--- config.mk ---
export PLATFORM = sky130hd
export DESIGN_NAME = frame_clk_divider
export DESIGN_NICKNAME = d
export VERILOG_FILES = /design/src/rtl/fcd_pkg.sv /design/src/rtl/fcd_wc_sync.sv /design/src/rtl/fcd_ratio_select.sv /design/src/rtl/fcd_frame_counter.sv /design/src/rtl/fcd_lock_monitor.sv /design/src/rtl/frame_clk_divider.sv
export SDC_FILE = /design/constraint.sdc
export NUM_CORES = 1
export LEC_CHECK = 0
export ABC_AREA = 1
export BUFFER_PORTS_ARGS = -buffer_cell sky130_fd_sc_hd__buf_2
export CORE_MARGIN = 10
export CORE_UTILIZATION = 58
export DETAILED_ROUTE_END_ITERATION = 10
export PLACE_DENSITY = 0.82
export SLEW_MARGIN = 15
export SYNTH_ARGS = -nofsm -noshare
export SYNTH_HDL_FRONTEND = slang
export SYNTH_SLANG_ARGS = --single-unit
--- constraint.sdc ---
create_clock -name mclk -period 2.53 [get_ports mclk]
set_input_delay 0.253 -clock mclk [delete_from_list [all_inputs] [get_ports mclk]]
set_output_delay 0.253 -clock mclk [all_outputs]
set_load 0.05 [all_outputs]
--- src/rtl/fcd_pkg.sv ---
// Package: shared types for the frame-aligned clock divider.
// Assumes a two-bit ratio select; the reserved code folds onto the default ratio.
package fcd_pkg;

    typedef enum logic [1:0] {
        RC_X256 = 2'd0,
        RC_X384 = 2'd1,
        RC_X512 = 2'd2,
        RC_RSVD = 2'd3
    } ratio_code_t;

    // Map a raw select code onto a supported ratio; reserved folds to x256.
    function automatic ratio_code_t normalize_code(input logic [1:0] raw);
        ratio_code_t code;
        case (raw)
            2'd1:    code = RC_X384;
            2'd2:    code = RC_X512;
            default: code = RC_X256;
        endcase
        return code;
    endfunction

endpackage

--- src/rtl/fcd_wc_sync.sv ---
// Module: fcd_wc_sync
// Brings the word clock into the master clock domain through a flop chain and
// flags its rising edge. Assumes the word clock is far slower than the master clock.
module fcd_wc_sync #(
    parameter int STAGES = 2
) (
    input  logic clk,
    input  logic rst_n,
    input  logic async_in,
    output logic rise
);

    logic [STAGES-1:0] chain;
    logic              prev;

    genvar gi;
    generate
        for (gi = 0; gi < STAGES; gi++) begin : g_stage
            if (gi == 0) begin : g_first
                // First stage samples the asynchronous input.
                always_ff @(posedge clk) begin
                    if (!rst_n) chain[0] <= 1'b0;
                    else        chain[0] <= async_in;
                end
            end else begin : g_next
                // Later stages settle the sample further.
                always_ff @(posedge clk) begin
                    if (!rst_n) chain[gi] <= 1'b0;
                    else        chain[gi] <= chain[gi-1];
                end
            end
        end
    endgenerate

    // Holds the previous synchronized level for edge detection.
    always_ff @(posedge clk) begin
        if (!rst_n) prev <= 1'b0;
        else        prev <= chain[STAGES-1];
    end

    assign rise = chain[STAGES-1] & ~prev;

endmodule

--- src/rtl/fcd_ratio_select.sv ---
// Module: fcd_ratio_select
// Holds the active ratio and gives out the frame and bit-period limits for it.
// A new request takes effect only at a frame boundary reported by the counter.
module fcd_ratio_select
    import fcd_pkg::*;
#(
    parameter int RATIO_A        = 256,
    parameter int RATIO_B        = 384,
    parameter int RATIO_C        = 512,
    parameter int BITS_PER_FRAME = 64,
    parameter int CW             = 9,
    parameter int BW             = 3
) (
    input  logic          clk,
    input  logic          rst_n,
    input  logic [1:0]    sel_raw,
    input  logic          boundary,
    output logic [CW-1:0] frame_last,
    output logic [CW-1:0] frame_half,
    output logic [BW-1:0] div_last,
    output logic [BW-1:0] div_half,
    output logic          ratio_switch
);

    localparam int DIV_A = RATIO_A / BITS_PER_FRAME;
    localparam int DIV_B = RATIO_B / BITS_PER_FRAME;
    localparam int DIV_C = RATIO_C / BITS_PER_FRAME;

    ratio_code_t active;
    ratio_code_t requested;

    assign requested    = normalize_code(sel_raw);
    assign ratio_switch = boundary && (requested != active);

    // Active ratio: taken from the select at reset, updated only at a boundary.
    always_ff @(posedge clk) begin
        if (!rst_n)            active <= requested;
        else if (ratio_switch) active <= requested;
    end

    // Decode the per-ratio limits from the active code.
    always_comb begin
        case (active)
            RC_X384: begin
                frame_last = CW'(RATIO_B - 1);
                frame_half = CW'(RATIO_B / 2);
                div_last   = BW'(DIV_B - 1);
                div_half   = BW'(DIV_B / 2);
            end
            RC_X512: begin
                frame_last = CW'(RATIO_C - 1);
                frame_half = CW'(RATIO_C / 2);
                div_last   = BW'(DIV_C - 1);
                div_half   = BW'(DIV_C / 2);
            end
            default: begin
                frame_last = CW'(RATIO_A - 1);
                frame_half = CW'(RATIO_A / 2);
                div_last   = BW'(DIV_A - 1);
                div_half   = BW'(DIV_A / 2);
            end
        endcase
    end

endmodule

--- src/rtl/fcd_frame_counter.sv ---
// Module: fcd_frame_counter
// Counts master cycles within a frame and within a bit period, and decodes the
// frame strobe, frame clock and bit clock from them. The count is forced to
// zero on an alignment load; otherwise it wraps at the limit it is given.
module fcd_frame_counter #(
    parameter int CW = 9,
    parameter int BW = 3
) (
    input  logic          clk,
    input  logic          rst_n,
    input  logic          load,
    input  logic [CW-1:0] frame_last,
    input  logic [CW-1:0] frame_half,
    input  logic [BW-1:0] div_last,
    input  logic [BW-1:0] div_half,
    output logic          at_last,
    output logic          boundary,
    output logic          frame_stb,
    output logic          fclk,
    output logic          bclk,
    output logic          bclk_en
);

    logic [CW-1:0] frame_cnt;
    logic [BW-1:0] bit_cnt;

    assign at_last  = (frame_cnt == frame_last);
    assign boundary = load || at_last;

    // Frame position: restart at a boundary, else advance.
    always_ff @(posedge clk) begin
        if (!rst_n)        frame_cnt <= '0;
        else if (boundary) frame_cnt <= '0;
        else               frame_cnt <= frame_cnt + CW'(1);
    end

    // Bit position: restarts with the frame and at the end of each bit period.
    always_ff @(posedge clk) begin
        if (!rst_n)                              bit_cnt <= '0;
        else if (boundary || bit_cnt == div_last) bit_cnt <= '0;
        else                                     bit_cnt <= bit_cnt + BW'(1);
    end

    assign frame_stb = (frame_cnt == '0);
    assign fclk      = (frame_cnt < frame_half);
    assign bclk_en   = (bit_cnt == '0);
    assign bclk      = (bit_cnt < div_half);

endmodule

--- src/rtl/fcd_lock_monitor.sv ---
// Module: fcd_lock_monitor
// Tracks whether the frame counter is aligned to the word clock, counts
// consecutive on-time edges to declare lock, and pulses an error on a
// misplaced or missing edge. Assumes at most one word-clock edge per frame.
module fcd_lock_monitor #(
    parameter int LOCK_FRAMES = 4
) (
    input  logic clk,
    input  logic rst_n,
    input  logic rise,
    input  logic at_last,
    input  logic ratio_switch,
    output logic aligned,
    output logic lock,
    output logic err
);

    localparam int GW = $clog2(LOCK_FRAMES + 1);

    logic [GW-1:0] good_cnt;
    logic [GW-1:0] good_nxt;
    logic          aligned_nxt;
    logic          lock_nxt;
    logic          err_nxt;

    // Next-state decision for alignment, run length, lock and error.
    always_comb begin
        aligned_nxt = aligned;
        good_nxt    = good_cnt;
        lock_nxt    = lock;
        err_nxt     = 1'b0;
        if (ratio_switch) begin
            aligned_nxt = 1'b0;
            good_nxt    = '0;
            lock_nxt    = 1'b0;
        end else if (aligned) begin
            if (rise && at_last) begin
                if (good_cnt != GW'(LOCK_FRAMES)) good_nxt = good_cnt + GW'(1);
                if (good_cnt >= GW'(LOCK_FRAMES - 1)) lock_nxt = 1'b1;
            end else if (rise || at_last) begin
                err_nxt     = 1'b1;
                aligned_nxt = 1'b0;
                good_nxt    = '0;
                lock_nxt    = 1'b0;
            end
        end else if (rise) begin
            aligned_nxt = 1'b1;
            good_nxt    = '0;
        end
    end

    // State registers for the monitor.
    always_ff @(posedge clk) begin
        if (!rst_n) begin
            aligned  <= 1'b0;
            good_cnt <= '0;
            lock     <= 1'b0;
            err      <= 1'b0;
        end else begin
            aligned  <= aligned_nxt;
            good_cnt <= good_nxt;
            lock     <= lock_nxt;
            err      <= err_nxt;
        end
    end

endmodule

--- src/rtl/frame_clk_divider.sv ---
// Module: frame_clk_divider
// Derives bit and frame timing from a master audio clock by counting,
// phase-aligned to an external word clock and continuously checked against it.
// Assumes ratio_sel is synchronous to mclk and each ratio is a multiple of
// BITS_PER_FRAME.
module frame_clk_divider #(
    parameter int RATIO_A        = 256,
    parameter int RATIO_B        = 384,
    parameter int RATIO_C        = 512,
    parameter int BITS_PER_FRAME = 64,
    parameter int LOCK_FRAMES    = 4,
    parameter int SYNC_STAGES    = 2
) (
    input  logic       mclk,
    input  logic       rst_n,
    input  logic       wclk_in,
    input  logic [1:0] ratio_sel,
    output logic       bclk,
    output logic       bclk_en,
    output logic       fclk,
    output logic       frame_stb,
    output logic       lock,
    output logic       align_err
);

    localparam int RATIO_AB  = (RATIO_A > RATIO_B) ? RATIO_A : RATIO_B;
    localparam int RATIO_MAX = (RATIO_AB > RATIO_C) ? RATIO_AB : RATIO_C;
    localparam int CW        = $clog2(RATIO_MAX);
    localparam int DIV_MAX   = RATIO_MAX / BITS_PER_FRAME;
    localparam int BW        = (DIV_MAX > 1) ? $clog2(DIV_MAX) : 1;

    logic          wc_rise;
    logic          aligned;
    logic          load;
    logic          at_last;
    logic          boundary;
    logic          ratio_switch;
    logic [CW-1:0] frame_last;
    logic [CW-1:0] frame_half;
    logic [BW-1:0] div_last;
    logic [BW-1:0] div_half;

    assign load = wc_rise && !aligned;

    fcd_wc_sync #(
        .STAGES (SYNC_STAGES)
    ) u_sync (
        .clk      (mclk),
        .rst_n    (rst_n),
        .async_in (wclk_in),
        .rise     (wc_rise)
    );

    fcd_ratio_select #(
        .RATIO_A        (RATIO_A),
        .RATIO_B        (RATIO_B),
        .RATIO_C        (RATIO_C),
        .BITS_PER_FRAME (BITS_PER_FRAME),
        .CW             (CW),
        .BW             (BW)
    ) u_ratio (
        .clk          (mclk),
        .rst_n        (rst_n),
        .sel_raw      (ratio_sel),
        .boundary     (boundary),
        .frame_last   (frame_last),
        .frame_half   (frame_half),
        .div_last     (div_last),
        .div_half     (div_half),
        .ratio_switch (ratio_switch)
    );

    fcd_frame_counter #(
        .CW (CW),
        .BW (BW)
    ) u_count (
        .clk        (mclk),
        .rst_n      (rst_n),
        .load       (load),
        .frame_last (frame_last),
        .frame_half (frame_half),
        .div_last   (div_last),
        .div_half   (div_half),
        .at_last    (at_last),
        .boundary   (boundary),
        .frame_stb  (frame_stb),
        .fclk       (fclk),
        .bclk       (bclk),
        .bclk_en    (bclk_en)
    );

    fcd_lock_monitor #(
        .LOCK_FRAMES (LOCK_FRAMES)
    ) u_lock (
        .clk          (mclk),
        .rst_n        (rst_n),
        .rise         (wc_rise),
        .at_last      (at_last),
        .ratio_switch (ratio_switch),
        .aligned      (aligned),
        .lock         (lock),
        .err          (align_err)
    );

endmodule

Yosys cells after proc, flatten, opt, wreduce, memory -nomap -nowiden
Index checks and enable logic that the tools add are counted.

word-level totals
  bits in registers = 23
  input bits = 5
  output and inout bits = 6

cells by class
  add/sub/neg operators = 3
  order comparisons = 3
  equality and inequality tests = 12
  mux-type cells = 20
  bitwise logic cells = 4
  reduce and logical (&&, ||, !) cells = 17

operators by type and width
  cell                                                                                 number
  9-bit case mux with 2 select lines                                                   2
  3-bit 2-to-1 mux                                                                     5
  3-bit case mux with 2 select lines                                                   2
  9-bit by 1-bit adder with 9-bit output, second input constant                        1
  9-bit == test                                                                        1
  9-bit zero test                                                                      1
  9-bit less-than comparator                                                           1
  3-bit inequality test, second input constant                                         3
  1-bit 2-to-1 mux                                                                     8
  3-bit by 1-bit adder with 3-bit output, second input constant                        2
  3-bit AND reduction                                                                  2
  2-bit OR reduction                                                                   3
  2-bit by 1-bit == test with 1-bit output, second input constant                      2
  2-bit == test, second input constant                                                 2
  2-bit 2-to-1 mux                                                                     2
  2-bit case mux with 2 select lines                                                   1
  2-bit nonzero test                                                                   2
  4-bit OR reduction                                                                   1
  3-bit == test                                                                        1
  3-bit by 2-bit greater-or-equal comparator with 1-bit output, second input constant  1
  1-bit logical AND                                                                    3
  3-bit zero test                                                                      1
  1-bit logical OR                                                                     3
  3-bit less-than comparator                                                           1
  other kinds (6)                                                                      8

Depth between registers and ports, before layout
Gate-level depths: netlist of the first run.

  depth after elaboration = 7
  mapped depth = 15
  mapped depth without buffers = 15

Cells and area by module
Synthesis of the first run repeated with hierarchy kept, for this count alone.

unflattened totals
  cells, all modules = 236
  area, all modules = 1762.9 um^2

by module, submodules not included
  module             times used  cells each  area an instance (um^2)
  fcd_frame_counter  1           126         953.4
  fcd_lock_monitor   1           50          366.6
  fcd_ratio_select   1           47          340.3
  fcd_wc_sync        1           11          92.6
  frame_clk_divider  1           2           10.0

Worst setup path before layout of the first run
No wires, ideal clock.

  path type = reg-to-output
  start point = register u_count.frame_cnt[0]
  end point = output frame_stb
  arrival = 2.034 ns
  path slack = 0.243 ns
  cell stages (with the launch flop) = 5
  path through = dfxtp_1 inv_1 ha_1 nand4_1 nor4_1

on the way
  word-level cells in the longest chain between the ends = 1

ends and longest elaborated chain
  element                 RTL line                 RTL
  start, declared         fcd_frame_counter.sv:24  logic [CW-1:0] frame_cnt;
  start signal, assigned  fcd_frame_counter.sv:34  else frame_cnt <= frame_cnt + CW'(1);
  9-bit zero test         fcd_frame_counter.sv:44  assign frame_stb = (frame_cnt == '0);
  end, declared           frame_clk_divider.sv:21  output logic frame_stb,

No other way between the ends.

Worst setup path after layout of the first run
  start point = register u_ratio.active[0]
  end point = output fclk

on the way
  word-level cells in the longest chain between the ends = 3

ends and longest elaborated chain
  element                                                                           RTL line                 RTL
  start, declared                                                                   fcd_ratio_select.sv:29   ratio_code_t active;
  start signal, assigned                                                            fcd_ratio_select.sv:37   if (!rst_n) active <= requested;
  start signal, assigned                                                            fcd_ratio_select.sv:38   else if (ratio_switch) active <= requested;
  2-bit == test / 2-bit by 1-bit == test with 1-bit output (equally long branches)  fcd_ratio_select.sv:43   case (active)
  9-bit case mux with 2 select lines (*)                                            fcd_ratio_select.sv:43
  9-bit less-than comparator (*)                                                    fcd_frame_counter.sv:45  assign fclk = (frame_cnt < frame_half);
  end, declared                                                                     frame_clk_divider.sv:20  output logic fclk,

Mark *: on every way between the ends. The rest lies on a longest branch, timed or not.

==> parameters.txt, run 1 <==
Parameter                              Value

Floorplan
  Die Y    68.05 um
  Number of standard-cell rows in the floorplan    17
  Count of boundary I/O pins    11
  Initial cell density of the core    approximately three fifths
  Core Box Area    0.002212 sq mm
  Full die area    0.004630 sq mm
  Die X-Extent    68.05 um

Synth
  Proportion of synthesized area in mux cells    0%
  Commonest cells in the netlist    sky130_fd_sc_hd__inv_1, sky130_fd_sc_hd__nand2_1, sky130_fd_sc_hd__dfxtp_1, sky130_fd_sc_hd__ha_1, sky130_fd_sc_hd__nand3_1
  Compound-Gate Fraction of Synth Area    under 10%
  Number of flip-flops and latches in the synthesized netlist    23
  Avg Inst Size Synth    7.479 sq um
  Cell area after synthesis    about 0.0013 sq mm
  Post-synth EDFFs    2
  Most used flip-flop cell after synthesis    sky130_fd_sc_hd__dfxtp_1
  Sequential-to-total area share from yosys stat    a little over a third
  Most common cell in the netlist    sky130_fd_sc_hd__inv_1
  Share of synthesized cell area in full adder, half adder and majority cells    approximately 15%
  Combinational family with the most area after synthesis    simple AND/OR/NAND/NOR gates
  Cells taking the most area after synthesis    sky130_fd_sc_hd__dfxtp_1, sky130_fd_sc_hd__ha_1, sky130_fd_sc_hd__inv_1
  Warnings, synthesis    0
  Share of the synthesized area in the top cell type    31.40%
  Post-synthesis xor/xnor area fraction    under 10%
  Post-synthesis share of cell area spent on and, or, nand and nor gates    about a quarter
  Proportion of synthesized flip-flops having asynchronous set or reset    0%
  Mapped Nets    200
  Count of mapped cells out of synthesis    roughly 180
  Largest area contributor in the netlist    sky130_fd_sc_hd__dfxtp_1
  Count of distinct cell types in the synthesized netlist    24

Worst setup path
  Arrival time of data at the critical path endpoint    ~1.9 ns
  Kind of critical path    reg2out
  Kind of launch point of the worst setup path    flip-flop
  Startpoint of the most critical setup path    u_ratio.active[0]$_DFFE_PP_
  Largest fanout on the critical path    5
  Count of cells along the worst register-to-register path    14
  Setup slack of the worst register-to-register path    between 0.3 and 0.4 ns
  Data required, critical path    2.28 ns
  Endpoint of the worst-slack reg-to-reg timing path    u_lock.good_cnt[2]$_SDFFE_PP0P_
  Startpoint of the most critical register-to-register path    u_ratio.active[0]$_DFFE_PP_
  Kind of end point of the critical path    output pin
  Termination of the worst setup path    fclk

Layout
  Area of the multi-input gates    between 600 and 700 sq um
  FF/Latch Area    roughly 480 sq um
  Antenna cell count    0
  Area delta synth->final    7.290%
  # fillers    around 210
  Post-layout instance area    0.001436 sq mm
  Total Nets Final    214
  Fraction of final layout cells with drive strength greater than 1    10.94%

Routing
  Number of nets with antenna violations after routing    0
  Met3 wirelength from detailed routing    approximately 59 um
  Met1 wire length    1145 um
  Detailed-route vias per instance    ~5
  DR pass1 iterations    4
  Post-detailed-routing wire length    around 2300 um
  Detail Route met2 WL    ~1100 um
  Residual DRC count    0
  Highest routing layer actually used    met4
  DR WL/cell    between 10 and 15 um
  Drt initial violations    43
  DR vias    between 1000 and 1500

Placement
  Detailed Place HPWL    between 1500 and 2000 um
  PortBufs    10
  Placed inst area    approximately 0.0014 sq mm
  Final weighted congestion in routability-driven placement    0.8242

Clock network
  Clock buffer depth    2
  Post-CTS setup buffer count    0
  TritonCTS clock tree    built
  Clock tree root driver cell    sky130_fd_sc_hd__clkbuf_4
  Inserted Clock Buffers    3
  Post-cts sizing count    0
  Number of H-tree branching levels    1
  Clock edge transition at the registers on the reported setup and hold paths    0.13 ns
  Cts-stage hold buffer count    0
  Latest clock arrival within the worst-skew pair    around 0.31 ns
  TritonCTS Sinks    23

Power and ir drop
  Leakage dissipation    ~0.78 nW
  Max IR drop VDD    about 440 uV
  Relative contribution of sequential cells to total power    a little over half
  Combinational group share of total power    between 20% and 30%
  Clk network pwr share    between 20% and 30%
  Sw Pwr    246.2 uW
  Internal power summed over all cells    between 500 and 600 uW
  Switching share of power    between 30 and 40%
  Pwr dens    about 520 mW/mm^2

Timing
  Hold Fails Final Rpt    0
  Highest achievable clock rate    around 0.46 GHz
  Unrepaired setup endpoints after global routing    false
  Tightest Pin Transition    0.2720 ns
  Accumulated negative setup slack    0 ns
  Max Slew Vio Count    0
  Worst clock skew on the final layout    0.01025 ns
  Setup-failing EPs final    0
  Share of the clock period used by the worst path after layout    a little under nine tenths
  Worst slew margin relative to its limit    between 80% and 90%
  Shortest period the worst path allows    approximately 2.2 ns

GRT
  Wire length of the first global-routing pass    4264 um
  Sum of overflow across all layers after global routing    0
  All-Layer GR Usage    11.35%
  Number of antenna violations at the first check in global routing    0
  Via count of the first global-routing pass    roughly 1100
  Largest net degree at the start of global routing    16

Hold path
  Hold WC Path Type    in2reg

Status
  Run status    complete, no violations

Run
  Max-capacitance violation count    0
==> per-stage QoR <==
stage	total power [mW]	hold WS, ns	util, %	instances	worst slack (ns)
after floorplan	0.5532	0.3465	-	179	0.2426
after global placement	0.5825	0.4045	63.69	216	0.5334
after detailed placement	0.5906	0.4072	63.69	216	0.4362
after CTS	0.7592	0.1202	64.93	220	0.3449
after global routing	0.7958	0.1281	64.93	220	0.09518
final	0.7515	0.1208	64.93	220	0.3576
==> layer usage <==
layer	global-route usage [%]	vias up
met2	20.12	11
met5	0	-
li1	-	583
met1	13.47	499
met3	1.958	4
met4	3.769	0
==> state kept, by name, summed over array words and instances (netlist names) <==
signal,count
u_sync.chain,2
u_lock.good_cnt,3
u_sync.prev,1
u_count.frame_cnt,9
u_lock.err,1
u_lock.aligned,1
u_lock.lock,1
u_ratio.active,2
u_count.bit_cnt,3
==> layout by cell type, fill, tap and decap left out, drive strengths merged <==
master / count
nand4: 2
a31oi: 1
xor2: 1
a21boi: 1
xnor2: 3
dfxtp: 21
a21o: 2
buf: 10
nor2: 14
edfxtp: 2
nand3: 15
a22oi: 1
nor4: 1
nor3: 2
a21oi: 13
and2: 1
clkinv: 1
nand2: 41
inv: 39
clkbuf: 3
ha: 16
o21ai: 1
or2: 1
==> critical path, cell delays in order (launching register included) <==
cell	delay [ns]
sky130_fd_sc_hd__edfxtp_1	0.45
sky130_fd_sc_hd__inv_1	0.06
sky130_fd_sc_hd__ha_1	0.24
sky130_fd_sc_hd__ha_1	0.29
sky130_fd_sc_hd__a21o_1	0.18
sky130_fd_sc_hd__a21oi_1	0.11
sky130_fd_sc_hd__buf_2	0.27
==> worst min-delay path by stage <==
stage,startpoint,to,cells past startpoint
CTS,wclk_in,u_sync.chain[0]$_SDFF_PN0_,3
floorplan,rst_n,u_sync.chain[0]$_SDFF_PN0_,2
global placement,u_sync.chain[0]$_SDFF_PN0_,u_sync.chain[1]$_SDFF_PN0_,2
finish,wclk_in,u_sync.chain[0]$_SDFF_PN0_,3
detailed placement,u_sync.chain[0]$_SDFF_PN0_,u_sync.chain[1]$_SDFF_PN0_,2
global route,wclk_in,u_sync.chain[0]$_SDFF_PN0_,3
==> power by group through the flow <==
| stage | registers [mW] | logic (mW) | clock network (mW) |
|---|---|---|---|
| floorplan | 0.411 | 0.142 | 0 |
| global placement | 0.413 | 0.170 | 0 |
| detailed placement | 0.415 | 0.176 | 0 |
| CTS | 0.406 | 0.178 | 0.175 |
| global route | 0.410 | 0.200 | 0.186 |
| finish | 0.406 | 0.176 | 0.170 |
==> cells by family (layout without fill, tap and decap cells) <==
| kind of cell | count (synthesis) | in the layout |
|---|---|---|
| xor+xnor | 4 | 4 |
| flops | 23 | 23 |
| buf+inv | 40 | 53 |
| fa+ha+maj | 16 | 16 |
| compound gates | 19 | 19 |
| simple gates | 77 | 77 |
==> cell type report <==
cell class / count / share of cell area, %
clock buffers: 3 / 1.568
multi-input cells: 116 / 48.52
well taps: 28 / 2.439
flip-flops and latches: 23 / 33.45
inverters: 39 / 10.19
repair buffers: 10 / 3.484
clock inverters: 1 / 0.3484
(Power assumes the default switching activity.)
==> inputs of run 2 (changes only) <==
--- a/config.mk
+++ b/config.mk
@@ -6,7 +6,7 @@
 export NUM_CORES = 1
 export LEC_CHECK = 0
 export ABC_AREA = 1
-export BUFFER_PORTS_ARGS = -buffer_cell sky130_fd_sc_hd__buf_2
+export BUFFER_PORTS_ARGS = -buffer_cell sky130_fd_sc_hd__buf_4
 export CORE_MARGIN = 10
 export CORE_UTILIZATION = 58
 export DETAILED_ROUTE_END_ITERATION = 10
==> run 2 against run 1 <==
Net effect:
- sequential cell count is the same
- first-iteration DRC count up 16%
- largest power group unchanged
- sequential share of layout area shrank 0.57 points
- non-clock buffer count unchanged
- routed wire length decreased by 0.13%
- highest routed layer unchanged
- clock-buffer cell count is the same
- total power increased by 0.49%
- die area stayed put
- final area grew 1.7%
==> parameters.txt, run 2 (synthesis results as in run 1) <==
Parameter                              Value

Power and ir drop
  Max IR drop VDD    361.5 uV (-18%)
  Leakage dissipation    0.7895 nW (+1.1%)
  Pwr dens    516.8 mW/mm^2 (-1.2%)

Worst setup path
  Kind of launch point of the worst setup path    flip-flop
  Kind of critical path    reg2reg
  Worst path buffer plus inverter count    3 (+1)
  Kind of end point of the critical path    flip-flop
  CP max stage cell    sky130_fd_sc_hd__edfxtp_1
  Cell family with most CP delay    simple AND/OR/NAND/NOR gates
  Critical path's largest stage delay    0.43 ns (-0.02 ns)
  Dominant cell type by count on the critical path    sky130_fd_sc_hd__nand2_1
  Largest fanout on the critical path    5 (unchanged)
  Data required, critical path    2.77 ns (+0.49 ns)
  Arrival time of data at the critical path endpoint    2.37 ns (+0.45 ns)
  Crit-path cells    inv_1 -> ha_1 -> inv_1 -> nand2_1 -> nand2_1 -> nor2_1 -> nand2_4 -> inv_1 -> ha_1 -> nand2_1 -> or2_2 -> nand2_1 -> nand2_1 -> a21oi_1

Clock network
  Cts-stage hold buffer count    0 (unchanged)
  Inserted Clock Buffers    3 (unchanged)
  Post-cts sizing count    0 (unchanged)
  Clock edge transition at the registers on the reported setup and hold paths    0.12 ns (about the same)
  Latest clock arrival within the worst-skew pair    0.30 ns (about the same)
  Clock tree root driver cell    sky130_fd_sc_hd__clkbuf_4
  TritonCTS clock tree    built
  TritonCTS Sinks    23 (unchanged)
  Number of H-tree branching levels    1 (unchanged)
  Clock buffer depth    2 (unchanged)
  Post-CTS setup buffer count    0 (unchanged)

Routing
  DR WL/cell    10.50 um (-0.13%)
  DR pass1 iterations    4 (unchanged)
  Number of nets with antenna violations after routing    0 (unchanged)
  Drt initial violations    50 (+16%)
  Residual DRC count    0 (unchanged)
  DR vias    1092 (-0.46%)
  Post-detailed-routing wire length    2309 um (-0.13%)
  Detailed-route vias per instance    4.964 (-0.46%)

Placement
  Detailed Place HPWL    1856 um (+0.16%)
  Placed inst area    0.001434 sq mm (+1.8%)
  PortBufs    10 (unchanged)
  Final weighted congestion in routability-driven placement    0.8410 (+2.0%)

Layout
  Total Nets Final    214 (unchanged)
  Area of the multi-input gates    696.9 sq um (unchanged)
  Area delta synth->final    9.159%
  Leading registers by flop count    u_count.frame_cnt (9), u_count.bit_cnt (3), u_lock.good_cnt (3)
  Fraction of final layout cells with drive strength greater than 1    10.94% (unchanged)
  Register with the most flip-flops    u_count.frame_cnt
  Post-layout instance area    0.001461 sq mm (+1.7%)
  Most used cells in the layout excluding fill and tap cells    sky130_fd_sc_hd__inv_1, sky130_fd_sc_hd__nand2_1, sky130_fd_sc_hd__dfxtp_1, sky130_fd_sc_hd__ha_1, sky130_fd_sc_hd__nand3_1
  Largest register FFs    9 (unchanged)
  Most common cell after layout, fill and taps aside    sky130_fd_sc_hd__inv_1
  Antenna cell count    0 (unchanged)
  FF/Latch Area    480.5 sq um (unchanged)
  # fillers    205 (-1.4%)

Timing
  Highest achievable clock rate    0.4707 GHz (+2.2%)
  Worst slew margin relative to its limit    81.25% (-0.56 points)
  Hold Fails Final Rpt    0 (unchanged)
  Setup-failing EPs final    0 (unchanged)
  Unrepaired setup endpoints after global routing    false
  Max Slew Vio Count    0 (unchanged)
  Accumulated negative setup slack    0 ns (unchanged)
  Shortest period the worst path allows    2.125 ns (-0.04775 ns)
  Tightest Pin Transition    0.2804 ns (+0.008421 ns)
  Share of the clock period used by the worst path after layout    83.98% (-1.9 points)
  Worst clock skew on the final layout    0.003490 ns (-0.006757 ns)

Floorplan
  Full die area    0.004630 sq mm (unchanged)
  Initial cell density of the core    60.52% (unchanged)
  Number of standard-cell rows in the floorplan    17 (unchanged)
  Core Box Area    0.002212 sq mm (unchanged)
  Die X-Extent    68.05 um (unchanged)
  Die Y    68.05 um (unchanged)
  Count of boundary I/O pins    11 (unchanged)

Hold path
  Hold WC Path Type    in2reg

GRT
  Via count of the first global-routing pass    1061 (+0.094%)
  Wire length of the first global-routing pass    4167 um (-2.3%)
  All-Layer GR Usage    11.10% (-0.25 points)
  Number of antenna violations at the first check in global routing    0 (unchanged)
  Sum of overflow across all layers after global routing    0 (unchanged)
  Largest net degree at the start of global routing    16 (unchanged)

Status
  Run status    complete, no violations

Run
  Max-capacitance violation count    0 (unchanged)
run 2: path summary, 6_finish.rpt:
check	from	end	slack (ns)	cells after the start
max	u_ratio.active[0]$_DFFE_PP_	u_lock.good_cnt[2]$_SDFFE_PP0P_	0.41	14
max reg2reg	u_ratio.active[0]$_DFFE_PP_	u_lock.good_cnt[2]$_SDFFE_PP0P_	0.41	14
min reg2reg	u_sync.chain[0]$_SDFF_PN0_	u_sync.chain[1]$_SDFF_PN0_	0.44	2
min	wclk_in	u_sync.chain[0]$_SDFF_PN0_	0.12	3
run 2: metrics by stage:
stage	worst slack (ns)	util (%)	power (mW)	instances	hold WS, ns
after floorplan	0.2426	-	0.5532	179	0.3465
after global placement	0.5352	64.82	0.5920	216	0.4042
after detailed placement	0.4491	64.82	0.6005	216	0.4176
after CTS	0.3895	66.06	0.7664	220	0.1183
after global routing	0.1456	66.06	0.8043	220	0.1176
final	0.4053	66.06	0.7552	220	0.1220
run 2: where the power goes:
part           total, mW  switching [mW]  internal [mW]  leakage (nW)
clock              0.164           0.105         0.0589        0.0177
combinational      0.185           0.118         0.0664         0.580
sequential         0.406          0.0182          0.388         0.191
total              0.755           0.242          0.513         0.789
run 2: cell type report:
cell class	instances	area share, %
clock buffer	3	1.541
clock inverter	1	0.3425
inverter	39	10.02
multi-input combinational	116	47.69
sequential	23	32.88
tap	28	2.397
timing repair buffer	10	5.137
run 2: layer usage:
layer	global-route usage, %	vias to the layer above	part of all wire, %
li1	-	583	-
met1	12.94	485	47
met2	19.42	18	47
met3	2.121	6	3.3
met4	4.523	0	2.0
met5	0	-	0
run 2: worst reg2reg max path, delay by kind of cell (launching register included):
family                   cells  cell delay, ns
adder cells (fa/ha/maj)      2            0.50
AO/OA/AOI/OAI                1            0.10
flip-flops                   1            0.43
AND/OR/NAND/NOR              8            0.86
buffers and inverters        3            0.19
==> inputs of run 3 (changes only) <==
--- a/config.mk
+++ b/config.mk
@@ -5,7 +5,7 @@
 export SDC_FILE = /design/constraint.sdc
 export NUM_CORES = 1
 export LEC_CHECK = 0
-export ABC_AREA = 1
+export ABC_AREA = 0
 export BUFFER_PORTS_ARGS = -buffer_cell sky130_fd_sc_hd__buf_4
 export CORE_MARGIN = 10
 export CORE_UTILIZATION = 58
==> constraint.sdc (replaced) <==
create_clock -name mclk -period 2.2 [get_ports mclk]
set_input_delay 0.22 -clock mclk [delete_from_list [all_inputs] [get_ports mclk]]
set_output_delay 0.22 -clock mclk [all_outputs]
set_load 0.05 [all_outputs]
==> run 3 against run 2 <==
Net effect:
- combinational power barely moved
- register-to-register slack worse by 0.29 ns
- routed wire length up 10%
- setup slack got worse by 0.29 ns
- sequential cell count unchanged
- clock-buffer cell count grew 1
- largest power group unchanged
==> parameters.txt, run 3 <==
Parameter                              Value

Synth
  Count of distinct cell types in the synthesized netlist    35 (+46%)
  Warnings, synthesis    0 (unchanged)
  Compound-Gate Fraction of Synth Area    10.03% (+2.1 points)
  Combinational family with the most area after synthesis    simple AND/OR/NAND/NOR gates
  Number of flip-flops and latches in the synthesized netlist    23 (unchanged)
  Post-synth EDFFs    2 (unchanged)
  Mapped Nets    165 (-18%)
  Proportion of synthesized flip-flops having asynchronous set or reset    0% (unchanged)
  Cells taking the most area after synthesis    sky130_fd_sc_hd__dfxtp_1, sky130_fd_sc_hd__ha_1, sky130_fd_sc_hd__xor2_1
  Commonest cells in the netlist    sky130_fd_sc_hd__dfxtp_1, sky130_fd_sc_hd__inv_1, sky130_fd_sc_hd__ha_1, sky130_fd_sc_hd__nor2_1, sky130_fd_sc_hd__xor2_1
  Share of the synthesized area in the top cell type    31.79% (+0.39 points)
  Post-synthesis share of cell area spent on and, or, nand and nor gates    23.27% (-3.3 points)
  Share of synthesized cell area in full adder, half adder and majority cells    15.14% (+0.18 points)
  Cell area after synthesis    0.001323 sq mm (-1.2%)
  Most common cell in the netlist    sky130_fd_sc_hd__dfxtp_1
  Sequential-to-total area share from yosys stat    36.33% (+0.44 points)
  Proportion of synthesized area in mux cells    0.7569% (+0.76 points)
  Largest area contributor in the netlist    sky130_fd_sc_hd__dfxtp_1
  Post-synthesis xor/xnor area fraction    7.947% (+5.3 points)
  Count of mapped cells out of synthesis    144 (-20%)
  Most used flip-flop cell after synthesis    sky130_fd_sc_hd__dfxtp_1
  Avg Inst Size Synth    9.184 sq um (+23%)

Timing
  Hold Fails Final Rpt    0 (unchanged)
  Max Slew Vio Count    0 (unchanged)
  Shortest period the worst path allows    2.089 ns (-0.03578 ns)
  Setup-failing EPs final    0 (unchanged)
  Tightest Pin Transition    0.2743 ns (-0.006184 ns)
  Worst clock skew on the final layout    0.005802 ns (+0.002312 ns)
  Highest achievable clock rate    0.4787 GHz (+1.7%)
  Worst slew margin relative to its limit    81.65% (+0.40 points)
  Least setup slack across all paths after layout    0.1111 ns (-0.2942 ns)
  Share of the clock period used by the worst path after layout    94.95% (+11 points)

Clock network
  TritonCTS clock tree    built
  Latest clock arrival within the worst-skew pair    0.32 ns (+0.02 ns)
  Clock buffer depth    2 (unchanged)
  TritonCTS Sinks    23 (unchanged)
  Clock tree root driver cell    sky130_fd_sc_hd__clkbuf_4
  Clock edge transition at the registers on the reported setup and hold paths    0.12 ns (about the same)
  Number of H-tree branching levels    1 (unchanged)
  Inserted Clock Buffers    3 (unchanged)
  Cts-stage hold buffer count    0 (unchanged)

Routing
  Number of nets with antenna violations after routing    0 (unchanged)
  Met3 wirelength from detailed routing    80 um (+3.9%)
  Detailed-route vias per instance    5.393 (+8.6%)
  DR pass1 iterations    4 (unchanged)
  Drt initial violations    20 (-60%)
  DR vias    1030 (-5.7%)
  Post-detailed-routing wire length    2548 um (+10%)
  DR WL/cell    13.34 um (+27%)
  Detail Route met2 WL    1276 um (+17%)
  Highest routing layer actually used    met4
  Residual DRC count    0 (unchanged)
  Met1 wire length    1110 um (+1.9%)

Layout
  Antenna cell count    0 (unchanged)
  Area of the multi-input gates    817.0 sq um (+17%)
  Area delta synth->final    17.22%
  Total Nets Final    185 (-14%)
  Fraction of final layout cells with drive strength greater than 1    24.54% (+14 points)
  FF/Latch Area    480.5 sq um (unchanged)
  Most used cells in the layout excluding fill and tap cells    sky130_fd_sc_hd__dfxtp_1, sky130_fd_sc_hd__buf_4, sky130_fd_sc_hd__inv_1, sky130_fd_sc_hd__nor2_1, sky130_fd_sc_hd__ha_1
  Most common cell after layout, fill and taps aside    sky130_fd_sc_hd__dfxtp_1
  Largest register FFs    9 (unchanged)
  Utilization after layout    70.76% (+4.7 points)
  Register with the most flip-flops    u_count.frame_cnt
  Leading registers by flop count    u_count.frame_cnt (9), u_count.bit_cnt (3), u_lock.good_cnt (3)
  # fillers    151 (-26%)

Power and ir drop
  Sw Pwr    255.5 uW (+5.7%)
  Switching share of power    30.34% (-1.7 points)
  Clk network pwr share    24.0% (+2.3 points)
  Leakage dissipation    0.6723 nW (-15%)
  Internal power summed over all cells    586.7 uW (+14%)
  Max IR drop VDD    457.9 uV (+27%)
  Combinational group share of total power    22.0% (-2.5 points)
  Pwr dens    543.3 mW/mm^2 (+5.1%)
  Relative contribution of sequential cells to total power    54.0% (+0.2 points)

GRT
  Wire length of the first global-routing pass    4505 um (+8.1%)
  Number of antenna violations at the first check in global routing    0 (unchanged)
  Via count of the first global-routing pass    1054 (-0.66%)
  Largest net degree at the start of global routing    13 (-3)
  Sum of overflow across all layers after global routing    0 (unchanged)
  All-Layer GR Usage    12.50% (+1.4 points)

Placement
  Final weighted congestion in routability-driven placement    0.7873 (-6.4%)
  Placement-stage worst setup slack    -0.002440 ns (-0.4516 ns)
  Detailed Place HPWL    1928 um (+3.9%)
  PortBufs    10 (unchanged)

Status
  Run status    complete, no violations

Worst setup path
  Data required, critical path    2.41 ns (-0.36 ns)
  CP max stage cell    sky130_fd_sc_hd__edfxtp_1
  Kind of end point of the critical path    flip-flop
  Kind of critical path    reg2reg
  Crit-path cells    ha_4 -> xor2_2 -> and4bb_4 -> inv_1 -> ha_2 -> nand2b_4 -> o211ai_1 -> o21a_1 -> nor3_2
  Largest fanout on the critical path    5 (unchanged)
  Kind of launch point of the worst setup path    flip-flop
  Critical path's largest stage delay    0.49 ns (+0.06 ns)
  Arrival time of data at the critical path endpoint    2.30 ns (-0.07 ns)

Hold path
  Hold WC Path Type    in2reg

Floorplan
  Initial cell density of the core    60.37% (-0.15 points)
  Die Y    67.75 um (-0.43%)
  Full die area    0.004590 sq mm (-0.87%)
  Number of standard-cell rows in the floorplan    17 (unchanged)
  Die X-Extent    67.75 um (-0.43%)
  Core Box Area    0.002191 sq mm (-0.96%)
  Count of boundary I/O pins    11 (unchanged)

Run
  Max-capacitance violation count    0 (unchanged)
## run 3: critical path: cells and delay by family, from the launching register on
family / cells / cell delay (ns)
AO/OA/AOI/OAI: 2 / 0.35
XOR/XNOR: 1 / 0.13
adder cells (fa/ha/maj): 2 / 0.49
buffers and inverters: 1 / 0.05
flip-flops: 1 / 0.49
AND/OR/NAND/NOR: 3 / 0.47
## run 3: cells by family after synthesis
group / count (synthesis)
XOR/XNOR: 12
adder cells (fa/ha/maj): 16
buffers and inverters: 19
AO/OA/AOI/OAI: 18
flip-flops: 23
multiplexers: 1
AND/OR/NAND/NOR: 55
## run 3: worst paths after layout
| check | from | slack [ns] | endpoint | cells past startpoint |
|---|---|---|---|---|
| worst max-delay path | u_ratio.active[1]$_DFFE_PP_ | 0.11 | u_lock.good_cnt[0]$_SDFFE_PP0P_ | 9 |
| worst min register to register | u_sync.chain[0]$_SDFF_PN0_ | 0.45 | u_sync.chain[1]$_SDFF_PN0_ | 1 |
| worst min-delay path | wclk_in | 0.1 | u_sync.chain[0]$_SDFF_PN0_ | 2 |
| worst max register to register | u_ratio.active[1]$_DFFE_PP_ | 0.11 | u_lock.good_cnt[0]$_SDFFE_PP0P_ | 9 |
## run 3: power by group through the flow
stage / Sequential, mW / Clock, mW / Combinational, mW
2_1_floorplan: 0.460 / 0 / 0.126
3_3_place_gp: 0.462 / 0 / 0.163
3_5_place_dp: 0.464 / 0 / 0.168
4_1_cts: 0.454 / 0.206 / 0.173
5_1_grt: 0.458 / 0.221 / 0.206
6_report: 0.455 / 0.202 / 0.185
## run 3: timing repair
item | 4_1_cts | 5_1_grt
setup endpoints to repair | 2 | 4
pin swaps | 0 | 6
buffers inserted | 2 | 3
gates resized for setup | 1 | 14
## run 3: area by class of cell
class,instances,share of cell area (%)
clock buffers,4,1.695
inverters,17,4.116
multi-input cells,102,52.70
flip-flops and latches,23,30.99
well taps,28,2.260
repair buffers,17,8.232
## run 3: per-layer routing
layer / vias to the layer above / GRT usage [%]
li1: 523 / -
met1: 482 / 14.10
met2: 16 / 21.36
met3: 9 / 2.149
met4: 0 / 7.692
met5: - / 0
## run 3: metrics by stage
step	hold slack, ns	TNS [ns]	std cells	area, sq um	power [mW]
3_5_place_dp	0.4225	-0.002440	182	1425	0.6323
2_1_floorplan	0.3417	0	144	1323	0.5856
4_1_cts	0.09481	0	188	1469	0.8335
3_3_place_gp	0.4184	0	182	1425	0.6247
6_report	0.09875	0	191	1550	0.8422
5_1_grt	0.09503	-0.009828	191	1550	0.8855
